### config.mk
export PLATFORM = sky130hd
export DESIGN_NAME = soft_mute_zdet
export DESIGN_NICKNAME = d
export VERILOG_FILES = /design/src/rtl/smz_pkg.sv /design/src/rtl/smz_gain_ramp.sv /design/src/rtl/smz_chan_scaler.sv /design/src/rtl/smz_zero_run.sv /design/src/rtl/soft_mute_zdet.sv
export SDC_FILE = /design/constraint.sdc
export NUM_CORES = 1
export LEC_CHECK = 0
export BUFFER_PORTS_ARGS = -buffer_cell sky130_fd_sc_hd__buf_2
export CAP_MARGIN = 20
export CORE_ASPECT_RATIO = 2
export CORE_MARGIN = 5
export CORE_UTILIZATION = 45
export CTS_CLUSTER_SIZE = 28
export DETAILED_ROUTE_END_ITERATION = 8
export PLACE_DENSITY = 0.68
export SYNTH_ARGS = -nofsm -noshare
export SYNTH_HDL_FRONTEND = slang
export SYNTH_SLANG_ARGS = --single-unit
### constraint.sdc
create_clock -name clk -period 6.6 [get_ports clk]
set_input_delay 0.33 -clock clk [delete_from_list [all_inputs] [get_ports clk]]
set_output_delay 0.33 -clock clk [all_outputs]
set_load 0.02 [all_outputs]
### src/rtl/smz_pkg.sv
package smz_pkg;

    // Direction the shared gain moves at a sample strobe.
    typedef enum logic [1:0] {
        RAMP_HOLD = 2'd0,
        RAMP_DOWN = 2'd1,
        RAMP_UP   = 2'd2
    } ramp_dir_e;

    // Per-channel index for the generated datapath.
    typedef enum logic {
        CH_LEFT  = 1'b0,
        CH_RIGHT = 1'b1
    } chan_e;

    localparam int NUM_CH = 2;

    // Pick the ramp direction from the mute request and the gain limits.
    function automatic ramp_dir_e pick_dir(input logic mute,
                                           input logic at_floor,
                                           input logic at_top);
        ramp_dir_e d;
        if (mute) begin
            d = at_floor ? RAMP_HOLD : RAMP_DOWN;
        end else begin
            d = at_top ? RAMP_HOLD : RAMP_UP;
        end
        return d;
    endfunction

endpackage

### src/rtl/smz_gain_ramp.sv
module smz_gain_ramp
    import smz_pkg::*;
#(
    parameter int GAIN_W = 10
) (
    input  logic              clk,
    input  logic              rst,
    input  logic              step,
    input  logic              mute,
    output logic [GAIN_W-1:0] gain,
    output logic              at_top
);
    localparam logic [GAIN_W-1:0] GAIN_MAX = {GAIN_W{1'b1}};
    localparam logic [GAIN_W-1:0] GAIN_ONE = GAIN_W'(1);

    logic      at_floor;
    ramp_dir_e dir;

    assign at_top   = (gain == GAIN_MAX);
    assign at_floor = (gain == '0);
    assign dir      = pick_dir(mute, at_floor, at_top);

    always_ff @(posedge clk) begin
        if (rst) begin
            gain <= GAIN_MAX;
        end else if (step) begin
            unique case (dir)
                RAMP_DOWN: gain <= gain - GAIN_ONE;
                RAMP_UP:   gain <= gain + GAIN_ONE;
                default:   gain <= gain;
            endcase
        end
    end

endmodule

### src/rtl/smz_chan_scaler.sv
module smz_chan_scaler #(
    parameter int DATA_W = 24,
    parameter int GAIN_W = 10
) (
    input  logic              clk,
    input  logic              rst,
    input  logic              load,
    input  logic [DATA_W-1:0] din,
    input  logic [GAIN_W-1:0] gain,
    input  logic              full,
    output logic [DATA_W-1:0] dout
);
    localparam int PROD_W = DATA_W + GAIN_W + 1;

    logic signed [PROD_W-1:0] prod;
    logic signed [PROD_W-1:0] shifted;
    logic        [DATA_W-1:0] scaled;

    always_comb begin
        prod    = $signed(din) * $signed({1'b0, gain});
        shifted = prod >>> GAIN_W;
        scaled  = shifted[DATA_W-1:0];
    end

    always_ff @(posedge clk) begin
        if (rst) begin
            dout <= '0;
        end else if (load) begin
            dout <= full ? din : scaled;
        end
    end

endmodule

### src/rtl/smz_zero_run.sv
module smz_zero_run #(
    parameter int DATA_W   = 24,
    parameter int ZERO_RUN = 8192
) (
    input  logic              clk,
    input  logic              rst,
    input  logic              step,
    input  logic [DATA_W-1:0] din_l,
    input  logic [DATA_W-1:0] din_r,
    output logic              flag
);
    localparam int              CNT_W   = $clog2(ZERO_RUN + 1);
    localparam logic [CNT_W-1:0] RUN_CNT = CNT_W'(ZERO_RUN);

    logic [CNT_W-1:0] run_cnt;
    logic [CNT_W-1:0] cnt_next;
    logic             silent;

    assign silent = (din_l == '0) && (din_r == '0);

    always_comb begin
        if (!silent) begin
            cnt_next = '0;
        end else if (run_cnt == RUN_CNT) begin
            cnt_next = run_cnt;
        end else begin
            cnt_next = run_cnt + CNT_W'(1);
        end
    end

    always_ff @(posedge clk) begin
        if (rst) begin
            run_cnt <= '0;
            flag    <= 1'b0;
        end else if (step) begin
            run_cnt <= cnt_next;
            flag    <= (cnt_next == RUN_CNT);
        end
    end

endmodule

### src/rtl/soft_mute_zdet.sv
module soft_mute_zdet
    import smz_pkg::*;
#(
    parameter int DATA_W   = 24,
    parameter int GAIN_W   = 10,
    parameter int ZERO_RUN = 8192
) (
    input  logic              clk,
    input  logic              rst,
    input  logic              smp_vld,
    input  logic [DATA_W-1:0] smp_l,
    input  logic [DATA_W-1:0] smp_r,
    input  logic              mute_req,
    output logic              out_vld,
    output logic [DATA_W-1:0] out_l,
    output logic [DATA_W-1:0] out_r,
    output logic              zero_flag
);
    logic [GAIN_W-1:0] gain;
    logic              gain_full;
    logic [DATA_W-1:0] ch_in  [NUM_CH];
    logic [DATA_W-1:0] ch_out [NUM_CH];

    assign ch_in[CH_LEFT]  = smp_l;
    assign ch_in[CH_RIGHT] = smp_r;
    assign out_l = ch_out[CH_LEFT];
    assign out_r = ch_out[CH_RIGHT];

    smz_gain_ramp #(.GAIN_W(GAIN_W)) i_ramp (
        .clk    (clk),
        .rst    (rst),
        .step   (smp_vld),
        .mute   (mute_req),
        .gain   (gain),
        .at_top (gain_full)
    );

    for (genvar c = 0; c < NUM_CH; c++) begin : g_ch
        smz_chan_scaler #(.DATA_W(DATA_W), .GAIN_W(GAIN_W)) i_scale (
            .clk  (clk),
            .rst  (rst),
            .load (smp_vld),
            .din  (ch_in[c]),
            .gain (gain),
            .full (gain_full),
            .dout (ch_out[c])
        );
    end

    smz_zero_run #(.DATA_W(DATA_W), .ZERO_RUN(ZERO_RUN)) i_zrun (
        .clk   (clk),
        .rst   (rst),
        .step  (smp_vld),
        .din_l (smp_l),
        .din_r (smp_r),
        .flag  (zero_flag)
    );

    always_ff @(posedge clk) begin
        if (rst) begin
            out_vld <= 1'b0;
        end else begin
            out_vld <= smp_vld;
        end
    end

endmodule

# After elaboration in Yosys (flattened, before gate mapping)
# Index checks and enable logic that the tools add are counted.
dict set report word_totals {
  ff_bits 74
  inputBits 52
  output_inout_bits 50
  word_cells 30
}
dict set report classes {
  n_addsub 3
  n_mul 2
  n_eq_ne 5
  n_mux 8
  reduce_logical 6
}
# op n
set op_table {}
lappend op_table {{$mul 24x11->34} 2}
lappend op_table {{$logic_not 24->1} 2}
lappend op_table {{$mux 24} 2}
lappend op_table {{$eq 14x14->1 const B} 2}
lappend op_table {{$mux 14} 2}
lappend op_table {{$pmux 10 s2} 1}
lappend op_table {{$add 14x1->14 const B} 1}
lappend op_table {{$add 10x1->10 const B} 1}
lappend op_table {{$eq 10x10->1 const B} 1}
lappend op_table {{$logic_not 10->1} 1}
lappend op_table {{$sub 10x1->10 const B} 1}
lappend op_table {{$mux 2} 2}
lappend op_table {{$eq 2x1->1 const B} 1}
lappend op_table {{$eq 2x2->1 const B} 1}
lappend op_table {{$reduce_and 2->1} 1}
lappend op_table {{$reduce_bool 2->1} 1}
lappend op_table {{$logic_and 1x1->1} 1}
lappend op_table {{$mux 1} 1}

# Logic depth before layout (Yosys ltp)
# Gate-level depths: netlist (run 1).
dict set report depth {
  word_depth 6
  mapped_depth 25
  ltp_nobuf 21
}

# Hierarchy
# From an unflattened synthesis (run 1), not the netlist that was laid out.
dict set report hier_totals {
  cells_unflattened 2395
  area_unflattened_um2 20604.8
}
# module n_inst cells_each area_each_um2
set by_module_without_submodules {}
lappend by_module_without_submodules {{smz_chan_scaler (g_ch[1].i_scale)} 1 1078 9308.9}
lappend by_module_without_submodules {{smz_chan_scaler (g_ch[0].i_scale)} 1 1061 9277.6}
lappend by_module_without_submodules {smz_zero_run 1 160 1227.4}
lappend by_module_without_submodules {smz_gain_ramp 1 94 757.0}
lappend by_module_without_submodules {soft_mute_zdet 1 2 33.8}

# Worst setup path before layout (run 1)
# No wires, ideal clock.
dict set report synth_path {
  kind {register to register}
  start {reg i_ramp.gain[2]}
  end {reg g_ch[1].i_scale.dout[21]}
  setup_time_ns 0.091
  arrival_time_ns 5.863
  path_slack_ns 0.646
  path_stages_with_launch 22
  path_buffers 3
  synth_period_minus_slack_ns 5.954
  cell_sequence {dfxtp_1 clkbuf_1 clkbuf_1 clkbuf_1 nand2_1 fa_1 fa_1 inv_1 fa_1 fa_1 inv_1 fa_1 inv_1 ha_1 a21o_1 a21o_1 a221o_1 a31oi_1 o21ai_0 a31o_2 and3_1 a311oi_1}
}
dict set report synth_via {
  elab_chain_len 2
  elab_cells_between_ends 3
  cone_classes {mul: 1; eq/ne: 1; mux: 1}
}
# element line_no
set synth_lines {}
lappend synth_lines {{from (decl)} smz_gain_ramp.sv:10} ;# output logic [GAIN_W-1:0] gain,
lappend synth_lines {{from (signal assigned)} smz_gain_ramp.sv:28} ;# RAMP_DOWN: gain <= gain - GAIN_ONE;
lappend synth_lines {{from (signal assigned)} smz_gain_ramp.sv:29} ;# RAMP_UP: gain <= gain + GAIN_ONE;
lappend synth_lines {{from (signal assigned)} smz_gain_ramp.sv:30} ;# default: gain <= gain;
lappend synth_lines {{$mul 24x11->34 / $eq 10x10->1 (equally long branches)} {smz_chan_scaler.sv:20, smz_gain_ramp.sv:19}}
lappend synth_lines {{$mux 24 (*)} smz_chan_scaler.sv:29} ;# dout <= full ? din : scaled;
lappend synth_lines {{to (signal assigned)} smz_chan_scaler.sv:29}
lappend synth_lines {{to (decl)} smz_chan_scaler.sv:11} ;# output logic [DATA_W-1:0] dout
# Every way passes the cells marked *; elsewhere a longest branch is shown, timed or not.
# A chain may end at the register's enable or synchronous reset.

# Worst setup path after layout (run 1)
dict set report layout_path {
  start {reg i_ramp.gain[2]}
  end {reg g_ch[0].i_scale.dout[20]}
}
dict set report layout_via {
  elab_chain_len 2
  elab_cells_between_ends 3
  cone_classes {mul: 1; eq/ne: 1; mux: 1}
}
# element line_no
set layout_lines {}
lappend layout_lines {{$mul 24x11->34 / $eq 10x10->1 (equally long branches)} {smz_chan_scaler.sv:20, smz_gain_ramp.sv:19}}
lappend layout_lines {{$mux 24 (*)} smz_chan_scaler.sv:29}
lappend layout_lines {{to (signal assigned)} smz_chan_scaler.sv:29}
lappend layout_lines {{to (decl)} smz_chan_scaler.sv:11}
# Marks and branches as above.

==> flow_metrics.env, run 1 <==
export IMPL_syn_area_per_cell_um2=8.51
export IMPL_core_um2=44900
export IMPL_synth_simple_area_share_pct=18.8
export IMPL_setup_viol=0
export IMPL_synth_distinct_cells=58
export IMPL_use_met1_pct=24.6
export IMPL_clk_latency_ns=0.38
export IMPL_gr_usage_met3_pct=2.82
export IMPL_path_cells="buf_4 -> nand2_1 -> fa_1 -> fa_1 -> inv_1 -> fa_1 -> fa_1 -> inv_1 -> fa_1 -> inv_1 -> ha_1 -> o21a_1 -> o21a_1 -> nor2_1 -> o31ai_4 -> a31oi_1 -> o31a_1 -> nand2b_4 -> a2111o_1 -> a311oi_1"
export IMPL_drv_slew=0
export IMPL_syn_to_final_growth_pct=6.04
export IMPL_fin_nets=3000
export IMPL_initialDrtViolationCount=943
export IMPL_rsz0062_at_grt="false"
export IMPL_synth_fa_ha_area_share_pct=50.0
export IMPL_firstDrtPassIters=5
export IMPL_yosys_warnings=0
export IMPL_synthFlopType="dfxtp_1"
export IMPL_final_period_utilization_pct=95.7
export IMPL_grt_pass1_vias=18200
export IMPL_synth_edf_count=0
export IMPL_clock_path_buffers=2
export IMPL_path_clk_slew_ns=0.07
export IMPL_dieWidth_um=160
export IMPL_row_count=110
export IMPL_fin_ws_ns=0.285
export IMPL_hold_viol=0
export IMPL_grt_busiest_layer="met2"
export IMPL_outcome="complete, no violations"
export IMPL_cts_hold_buffers_added=0
export IMPL_crit_end="g_ch[0].i_scale.dout[20]"
export IMPL_crit_type="flop to flop"
export IMPL_ys_async_sr_fraction_pct=0
export IMPL_synth_fp_nets=2997
export IMPL_worstPathArrival_ns=6.61
export IMPL_final_area_um2=21500
export IMPL_multiInputGateArea_um2=16400
export IMPL_hpwlAfterDp_mm=44.4
export IMPL_root_buffer="clkbuf_16"
export IMPL_initial_utilization_pct=45.2
export IMPL_port_buffers=101
export IMPL_die_h_um=310
export IMPL_via_per_inst=5.47
export IMPL_end_kind="flop"
export IMPL_synth_area_um2=20300
export IMPL_post_place_ws_ns=0.296
export IMPL_grt_pass1_wl_mm=91.2
export IMPL_ys_ff_latch=74
export IMPL_antenna_cells=0
export IMPL_syn_inst=2381
export IMPL_startpoint="i_ramp.gain[2]"
export IMPL_finalSetupTns_ns=0
export IMPL_use_met2_pct=44.6
export IMPL_layout_drive_gt1_share_pct=6.87
export IMPL_synth_compound_area_share_pct=8.67
export IMPL_grt_max_degree=90
export IMPL_clock_skew_ns=0.0136
export IMPL_crit_top_cell="fa_1"
export IMPL_vias=16100
export IMPL_place_congestion=0.861
export IMPL_placed_area_um2=21200
export IMPL_fillers=4300
export IMPL_h_tree_depth=3
export IMPL_clock_fmax_ghz=0.158
export IMPL_io_pins=102
export IMPL_critPathRequiredTime_ns=6.89
export IMPL_die_area_um2=49600
export IMPL_drt_wl_total_mm=55.2
export IMPL_maxCapViolCount=0
export IMPL_synth_xor_area_share_pct=2.72
export IMPL_worst_pin_slew_ns=1.04
export IMPL_seq_area_frac_synth_pct=7.31
export IMPL_reg2reg_depth=20
export IMPL_maxSlewHeadroom_pct=30.4
export IMPL_antenna_found_initial=1
export IMPL_cts_tree="yes"
export IMPL_r2r_end="g_ch[0].i_scale.dout[20]"
export IMPL_rrSetupSlack_ns=0.29
export IMPL_max_stage_delay_ns=0.58
export IMPL_startpoint_type="flop"
export IMPL_grt_overflow=0
export IMPL_reg2reg_from="i_ramp.gain[2]"
export IMPL_drc=0
export IMPL_crit_fanout=22
export IMPL_crit_slowest_cell="dfxtp_2"
export IMPL_ant_nets=0
export IMPL_grtUsageTotal_pct=23.1
export IMPL_clock_sink_count=74
export IMPL_hp_class="input pin to flop"
export IMPL_seqCellArea_um2=1500
export IMPL_synthMuxAreaShare_pct=0.543
export IMPL_wl_per_cell_um=18.7
export IMPL_period_minus_slack_ns=6.31
export IMPL_cts_made_buffers=9
export IMPL_synth_top_family_by_area="adder cells"
==> kinds of logic (layout without fill, tap and decap cells) <==
logic type | Yosys count | after routing
AOI/OAI and AO/OA | 257 | 257
DFF | 74 | 74
muxes | 11 | 11
buffers and inverters | 643 | 650
and+or+nand+nor | 769 | 769
xor gates and xnor gates | 63 | 63
adders and majority gates | 564 | 564
==> flip-flops by register name, indices dropped and copies added, names as in the netlist <==
name               flops
g_ch.i_scale.dout     48
i_zrun.run_cnt        14
i_ramp.gain           10
i_zrun.flag            1
out_vld                1
==> layout by cell type, fill, tap and decap left out, types with 5 or more instances in the layout <==
cell type,count
a211o_1,6
a211oi_1,19
a21o_1,31
a21oi_1,57
a311oi_1,22
a31oi_1,20
and2_1,233
and3_1,18
buf_2,100
buf_4,35
clkbuf_16,9
dfxtp_1,68
fa_1,411
ha_1,153
inv_1,499
mux2i_1,11
nand2_1,323
nand2b_1,7
nand3_1,18
nand4_1,9
nand4b_1,6
nor2_1,81
nor2b_1,19
nor3_1,14
nor3b_1,6
nor4_1,15
o21a_1,7
o21ai_0,34
o21bai_1,11
o22ai_1,7
or3_1,6
or4_1,5
xnor2_1,48
xor2_1,15
==> worst max-delay path: cells and delay by family, from the launching register on <==
kind	cells	cell delay [ns]
fa+ha+maj	6	2.94
buf+inv	4	0.48
flops	1	0.58
compound gates	7	1.86
simple gates	3	0.33
==> worst min-delay path by stage <==
stage	startpoint	endpoint	slack (ns)	depth (start not counted)
finish	smp_vld	out_vld	0.35	2
global route	smp_r[2]	g_ch[1].i_scale.dout[2]	0.37	3
CTS	smp_r[3]	g_ch[1].i_scale.dout[3]	0.33	3
detailed placement	i_zrun.flag	i_zrun.flag	0.46	2
global placement	i_zrun.flag	i_zrun.flag	0.46	2
floorplan	smp_r[10]	g_ch[1].i_scale.dout[10]	0.49	2
==> synth_stat cells (19+ instances only) <==
cell type | number | area [µm²]
a311oi_1 | 22 | 193
nor2_1 | 81 | 304
nand2_1 | 323 | 1210
a211oi_1 | 19 | 143
clkbuf_1 | 139 | 522
a21o_1 | 31 | 233
and2_1 | 233 | 1460
inv_1 | 499 | 1870
dfxtp_1 | 74 | 1480
nor2b_1 | 19 | 119
a21oi_1 | 57 | 285
fa_1 | 411 | 8230
a31oi_1 | 21 | 131
o21ai_0 | 34 | 170
ha_1 | 153 | 1910
xnor2_1 | 48 | 420
==> routing by layer <==
layer  vias up  share of wire [%]
met5         -              0.027
met4         2                4.4
met3       157                5.1
met2       537                 55
met1      8150                 35
li1       7281                  -
==> area by class of cell <==
type,count,area share [%]
clock inverter,3,0.0815
inverter,499,8.71
clock buffer,12,1.10
timing repair buffer,136,3.64
sequential,74,6.96
tap,560,3.26
multi-input combinational,1664,76.2
==> stage by stage <==
step                hold slack (ns)  instances  utilization, %
finish                        0.353       2948            47.9
detailed placement            0.460       2933            47.3
global route                  0.367       2948            47.9
floorplan                     0.489       2381               -
global placement              0.461       2933            47.3
CTS                           0.327       2948            47.9
==> what timing repair did <==
item                                    4_1_cts  5_1_grt
setup buffers                                 0        0
gates resized for setup                       0        4
endpoints found under the setup margin        0        1
Power of run 1 is not shown: default switching activity piles up to over one toggle a cycle in this logic, so the estimate is an artifact.
==> inputs of run 2 (changes only) <==
- GPL_TIMING_DRIVEN: default -> 0
- PLACE_DENSITY: 0.68 -> 0.7
- clock period: 6.6 -> 5.2 ns (I/O delays scaled with it)
==> run 2 against run 1 <==
The flow now finishes with violations (negative setup slack); worst hold slack got worse by 0.18 ns; sequential cell count stayed put; first-iteration DRC count is 2.8% lower; setup slack got worse by 0.90 ns; sequential share of layout area shrank 0.78 points; register-to-register slack got worse by 0.90 ns; critical path depth rose by 6; maximum frequency grew 8.5%; cell count increased by 6.5%; highest routed layer unchanged.
==> flow_metrics.env, run 2 (synthesis results as in run 1) <==
export IMPL_grt_pass1_vias=19900
export IMPL_wl_per_cell_um=22.2
export IMPL_largest_register_ffs=48
export IMPL_vias=17700
export IMPL_grt_busiest_layer="met2"
export IMPL_final_area_um2=24200
export IMPL_initialDrtViolationCount=917
export IMPL_drv_slew=0
export IMPL_hold_viol=0
export IMPL_row_count=110
export IMPL_grt_pass1_wl_mm=107
export IMPL_firstDrtPassIters=5
export IMPL_maxCapViolCount=0
export IMPL_die_area_um2=49600
export IMPL_h_tree_depth=3
export IMPL_core_um2=44900
export IMPL_clock_sink_count=74
export IMPL_layout_drive_gt1_share_pct=17.2
export IMPL_via_per_inst=5.64
export IMPL_crit_type="flop to flop"
export IMPL_startpoint_type="flop"
export IMPL_mostFrequentLayoutCells="inv_1 (477), fa_1 (385), nand2_1 (305)"
export IMPL_hp_start="smp_l[15]"
export IMPL_critPathRequiredTime_ns=5.43
export IMPL_whs_endpoint="g_ch[0].i_scale.dout[15]"
export IMPL_drt_wl_total_mm=69.8
export IMPL_outcome="complete, but fails checks"
export IMPL_ant_nets=0
export IMPL_gr_usage_met3_pct=5.74
export IMPL_worstPathArrival_ns=6.05
export IMPL_reg2reg_from="i_ramp.gain[4]"
export IMPL_top_register="g_ch.i_scale.dout"
export IMPL_reg2reg_depth=26
export IMPL_initial_utilization_pct=45.2
export IMPL_maxSlewHeadroom_pct=17.5
export IMPL_crit_slowest_cell="fa_2"
export IMPL_whs_ns=0.170
export IMPL_clock_skew_ns=0.0149
export IMPL_fin_nets=3189
export IMPL_dieWidth_um=160
export IMPL_clock_path_buffers=2
export IMPL_fillers=4007
export IMPL_max_stage_delay_ns=0.60
export IMPL_hp_class="input pin to flop"
export IMPL_crit_fanout=5
export IMPL_clk_latency_ns=0.39
export IMPL_period_minus_slack_ns=5.82
export IMPL_placed_area_um2=21800
export IMPL_place_congestion=1.00
export IMPL_hpwlAfterDp_mm=56.0
export IMPL_root_buffer="clkbuf_16"
export IMPL_io_pins=102
export IMPL_antenna_found_initial=4
export IMPL_finalSetupTns_ns=-15.85
export IMPL_port_buffers=100
export IMPL_die_h_um=310
export IMPL_final_period_utilization_pct=112
export IMPL_cts_hold_buffers_added=0
export IMPL_use_met1_pct=27.3
export IMPL_use_met2_pct=51.5
export IMPL_setup_viol=43
export IMPL_reg_largest_list="g_ch.i_scale.dout (48), i_zrun.run_cnt (14), i_ramp.gain (10)"
export IMPL_path_clk_slew_ns=0.08
export IMPL_mostFrequentLayoutCell="inv_1"
export IMPL_grt_max_degree=14
export IMPL_hold_depth=3
export IMPL_r2r_end="g_ch[0].i_scale.dout[17]"
export IMPL_cts_tree="yes"
export IMPL_end_kind="flop"
export IMPL_syn_to_final_growth_pct=19.6
export IMPL_cts_made_buffers=9
export IMPL_drc=0
export IMPL_rrSetupSlack_ns=-0.62
export IMPL_worst_pin_slew_ns=1.24
export IMPL_rsz0062_at_grt="true"
export IMPL_grtUsageTotal_pct=28.3
export IMPL_grt_overflow=0
export IMPL_clock_fmax_ghz=0.172
export IMPL_crit_top_cell="fa_1"
export IMPL_fin_ws_ns=-0.618
export IMPL_violations="negative setup slack"
## run 2: cell count changes in the layout (fill, tap and decap cells not counted), sizes merged
cell | before | now
clkinv | 2 | 5
buf | 136 | 195
clkbuf | 12 | 140
diode | 0 | 2
## run 2: final cells by class
type                            count  area (µm²)  share of cell area [%]
Clock inverter                      6        41.3                   0.170
Antenna cell                        2        5.00                  0.0206
Inverter                          499        1880                    7.74
Clock buffer                       10         239                   0.986
Tap cell                          560         701                    2.89
Multi-Input combinational cell   1664       17400                    71.9
Timing Repair Buffer              184        1320                    5.43
Buffer                            141        1130                    4.65
Sequential cell                    74        1500                    6.18
## run 2: how the worst max path moves through the flow
stage	from	end	slack, ns
2_1_floorplan	i_ramp.gain[7]	g_ch[0].i_scale.dout[20]	-0.20
3_3_place_gp	i_ramp.gain[1]	i_ramp.gain[8]	-2.39
3_5_place_dp	i_ramp.gain[8]	g_ch[0].i_scale.dout[15]	-1.87
4_1_cts	i_ramp.gain[7]	g_ch[0].i_scale.dout[20]	-0.64
5_1_grt	i_ramp.gain[4]	g_ch[0].i_scale.dout[13]	-0.78
6_report	i_ramp.gain[4]	g_ch[0].i_scale.dout[17]	-0.62
## run 2: stage by stage
stage                     worst slack, ns  utilization [%]  cells
final                              -0.618             54.0   3140
after global routing               -0.785             54.0   3138
after CTS                          -0.642             52.3   3102
after detailed placement            -1.87             48.7   3044
after global placement              -2.39             48.6   3041
after floorplan                    -0.196                -   2381
## run 2: timing repair
action | CTS | global route
resized for setup | 191 | 130
pin swaps | 77 | 113
buffers inserted | 45 | 39
cloned | 1 | 0
endpoints found under the setup margin | 55 | 50
## run 2: worst max-delay path, delay by kind of cell (launching register included)
kind / cells / cell delay [ns]
adders and majority gates: 6 / 2.72
AOI/OAI and AO/OA: 8 / 1.25
buffers and inverters: 10 / 1.04
DFF: 1 / 0.35
xor gates and xnor gates: 1 / 0.20
and+or+nand+nor: 1 / 0.06
## run 2: metal layers
metal | wire length [µm] | vias up
li1 | - | 7660
met1 | 22200 | 8909
met2 | 35800 | 791
met3 | 4460 | 358
met4 | 7300 | 4
met5 | 20 | -
Power of run 2 is left out for the same reason.
==> inputs of run 3 (changes only) <==
- SYNTH_HIERARCHICAL: default -> 1
==> run 3 against run 2 <==
The flow still finishes with violations (negative setup slack); global-route usage down 3.2 points; die area rose by 1.6%; setup slack improved by 0.32 ns; critical path type unchanged; maximum frequency up 5.8%; sequential cell count did not move; non-clock buffer count increased by 15; synthesized cell count up 0.59%; sequential share of layout area is 0.12 points lower; count of clock-buffer cells in the layout up 1; first-iteration DRC count is 55% higher.
==> flow_metrics.env, run 3 <==
export IMPL_outcome="complete, but fails checks"
export IMPL_violations="negative setup slack"
export IMPL_yosys_warnings=6
export IMPL_die_area_um2=50400
export IMPL_grt_overflow=0
export IMPL_h_tree_depth=3
export IMPL_dieWidth_um=161
export IMPL_grtUsageTotal_pct=25.0
export IMPL_grt_max_degree=18
export IMPL_cts_made_buffers=9
export IMPL_startpoint="i_ramp/gain[6]"
export IMPL_synth_distinct_cells=87
export IMPL_drt_wl_total_mm=63.8
export IMPL_fin_ws_ns=-0.298
export IMPL_fin_util_pct=54.9
export IMPL_clk_latency_ns=0.37
export IMPL_antenna_found_initial=2
export IMPL_seq_area_frac_synth_pct=7.19
export IMPL_hpwlAfterDp_mm=47.3
export IMPL_fin_nets=3235
export IMPL_crit_end="g_ch[1].i_scale/dout[14]"
export IMPL_startpoint_type="flop"
export IMPL_top_register="g_ch.i_scale/dout"
export IMPL_finalSetupTns_ns=-7.16
export IMPL_clock_path_buffers=2
export IMPL_hold_viol=0
export IMPL_root_buffer="clkbuf_16"
export IMPL_path_clk_slew_ns=0.06
export IMPL_reg2reg_depth=20
export IMPL_yosys_top_cells_count="inv_1 (500), fa_1 (411), nand2_1 (326), and2_1 (233), ha_1 (153)"
export IMPL_grt_pass1_vias=18800
export IMPL_initialDrtViolationCount=1419
export IMPL_core_um2=45600
export IMPL_row_count=111
export IMPL_setup_viol=41
export IMPL_synth_fp_nets=3011
export IMPL_grt_pass1_wl_mm=100
export IMPL_vias=17800
export IMPL_synthTopCellsByArea="fa_1 (40%), ha_1 (9.3%), inv_1 (9.1%)"
export IMPL_cts_tree="yes"
export IMPL_drc=0
export IMPL_io_pins=102
export IMPL_die_h_um=313
export IMPL_rsz0062_at_grt="true"
export IMPL_hp_class="input pin to flop"
export IMPL_ys_async_sr_fraction_pct=0
export IMPL_clock_skew_ns=0.0105
export IMPL_maxSlewHeadroom_pct=14.5
export IMPL_synth_area_um2=20600
export IMPL_reg_largest_list="g_ch.i_scale/dout (48), i_zrun/run_cnt (14), i_ramp/gain (10)"
export IMPL_crit_type="flop to flop"
export IMPL_largest_register_ffs=48
export IMPL_wl_per_cell_um=20.0
export IMPL_maxCapViolCount=0
export IMPL_initial_utilization_pct=45.2
export IMPL_mostFrequentLayoutCell="inv_1"
export IMPL_worstPathArrival_ns=5.73
export IMPL_crit_fanout=8
export IMPL_reg2reg_from="i_ramp/gain[6]"
export IMPL_cts_hold_buffers_added=0
export IMPL_r2r_end="g_ch[1].i_scale/dout[14]"
export IMPL_synthFlopType="dfxtp_1"
export IMPL_drv_slew=0
export IMPL_final_period_utilization_pct=106
export IMPL_worst_pin_slew_ns=1.27
export IMPL_synth_edf_count=0
export IMPL_synth_top_cell_area_share_pct=39.9
export IMPL_place_congestion=0.924
export IMPL_syn_area_per_cell_um2=8.60
export IMPL_end_kind="flop"
export IMPL_layout_drive_gt1_share_pct=21.4
export IMPL_ant_nets=0
export IMPL_yosys_area_top_type="fa_1"
export IMPL_clock_sink_count=74
export IMPL_rrSetupSlack_ns=-0.30
export IMPL_yosysMostFrequentCell="inv_1"
export IMPL_period_minus_slack_ns=5.50
export IMPL_antenna_cells=0
export IMPL_via_per_inst=5.59
export IMPL_mostFrequentLayoutCells="inv_1 (460), fa_1 (385), nand2_1 (294)"
export IMPL_port_buffers=101
export IMPL_critPathRequiredTime_ns=5.43
export IMPL_ys_ff_latch=74
export IMPL_syn_inst=2395
export IMPL_syn_to_final_growth_pct=21.3
export IMPL_clock_fmax_ghz=0.182
export IMPL_firstDrtPassIters=8
==> run 3: what timing repair did <==
item                       in CTS  in global routing
gates cloned                    4                  1
gates resized for setup       252                155
pin swaps                     114                102
buffers inserted               78                 35
setup endpoints to repair      46                 45
==> run 3: cell families (layout without fill, tap and decap cells) <==
kind of cell	Yosys count	in the layout	synth area share, %
compound gates	256	256	8.83
buf+inv	629	857	11.6
flops	74	74	7.19
fa+ha+maj	564	564	49.2
xor+xnor	58	58	2.47
mux	19	19	0.935
simple gates	795	795	19.8
==> run 3: final cells by class <==
class                   instances  area (µm²)
fillers                      3952       20600
multi-input cells            1692       18000
inverters                     502        1890
repair buffers                219        1600
flip-flops and latches         74        1510
plain buffers                 121         937
well taps                     565         707
clock buffers                  11         264
clock inverters                 4        48.8
==> run 3: worst min-delay path by stage <==
stage / startpoint / to / depth (start not counted)
floorplan: rst / out_vld / 1
global route: smp_r[10] / g_ch[1].i_scale/dout[10] / 3
detailed placement: g_ch[0].i_scale/dout[11] / g_ch[0].i_scale/dout[11] / 2
finish: smp_r[10] / g_ch[1].i_scale/dout[10] / 3
global placement: g_ch[0].i_scale/dout[11] / g_ch[0].i_scale/dout[11] / 2
CTS: smp_r[10] / g_ch[1].i_scale/dout[10] / 3
==> run 3: worst max-delay path: stages, from the launching register on <==
cell       delay, ns
dfxtp_4         0.47
clkbuf_16       0.20
buf_4           0.13
and2_4          0.14
fa_2            0.46
fa_1            0.57
fa_2            0.45
fa_1            0.49
inv_1           0.05
fa_1            0.49
inv_2           0.05
ha_4            0.17
a211oi_2        0.21
o21ai_1         0.11
a221oi_2        0.32
a2bb2oi_2       0.22
buf_6           0.14
a31oi_4         0.10
or3_1           0.41
nand3_2         0.10
a311oi_1        0.09
==> run 3: per-layer routing <==
layer	wire length (µm)	up-vias	track usage, %
li1	-	7852	-
met1	24400	8836	32.6
met2	31100	910	41.4
met3	5230	213	3.93
met4	3080	0	10.8
met5	0	-	0
==> run 3: stage by stage <==
stage	cells	hold WS (ns)	cell area, µm²	worst slack, ns
2_1_floorplan	2395	0.324	20700	0.0124
3_3_place_gp	3061	0.466	21900	-0.899
3_5_place_dp	3062	0.465	21900	-0.996
4_1_cts	3157	0.174	24300	-0.219
5_1_grt	3188	0.200	25000	-0.535
6_report	3188	0.190	25000	-0.298
Power of run 3 is left out for the same reason.
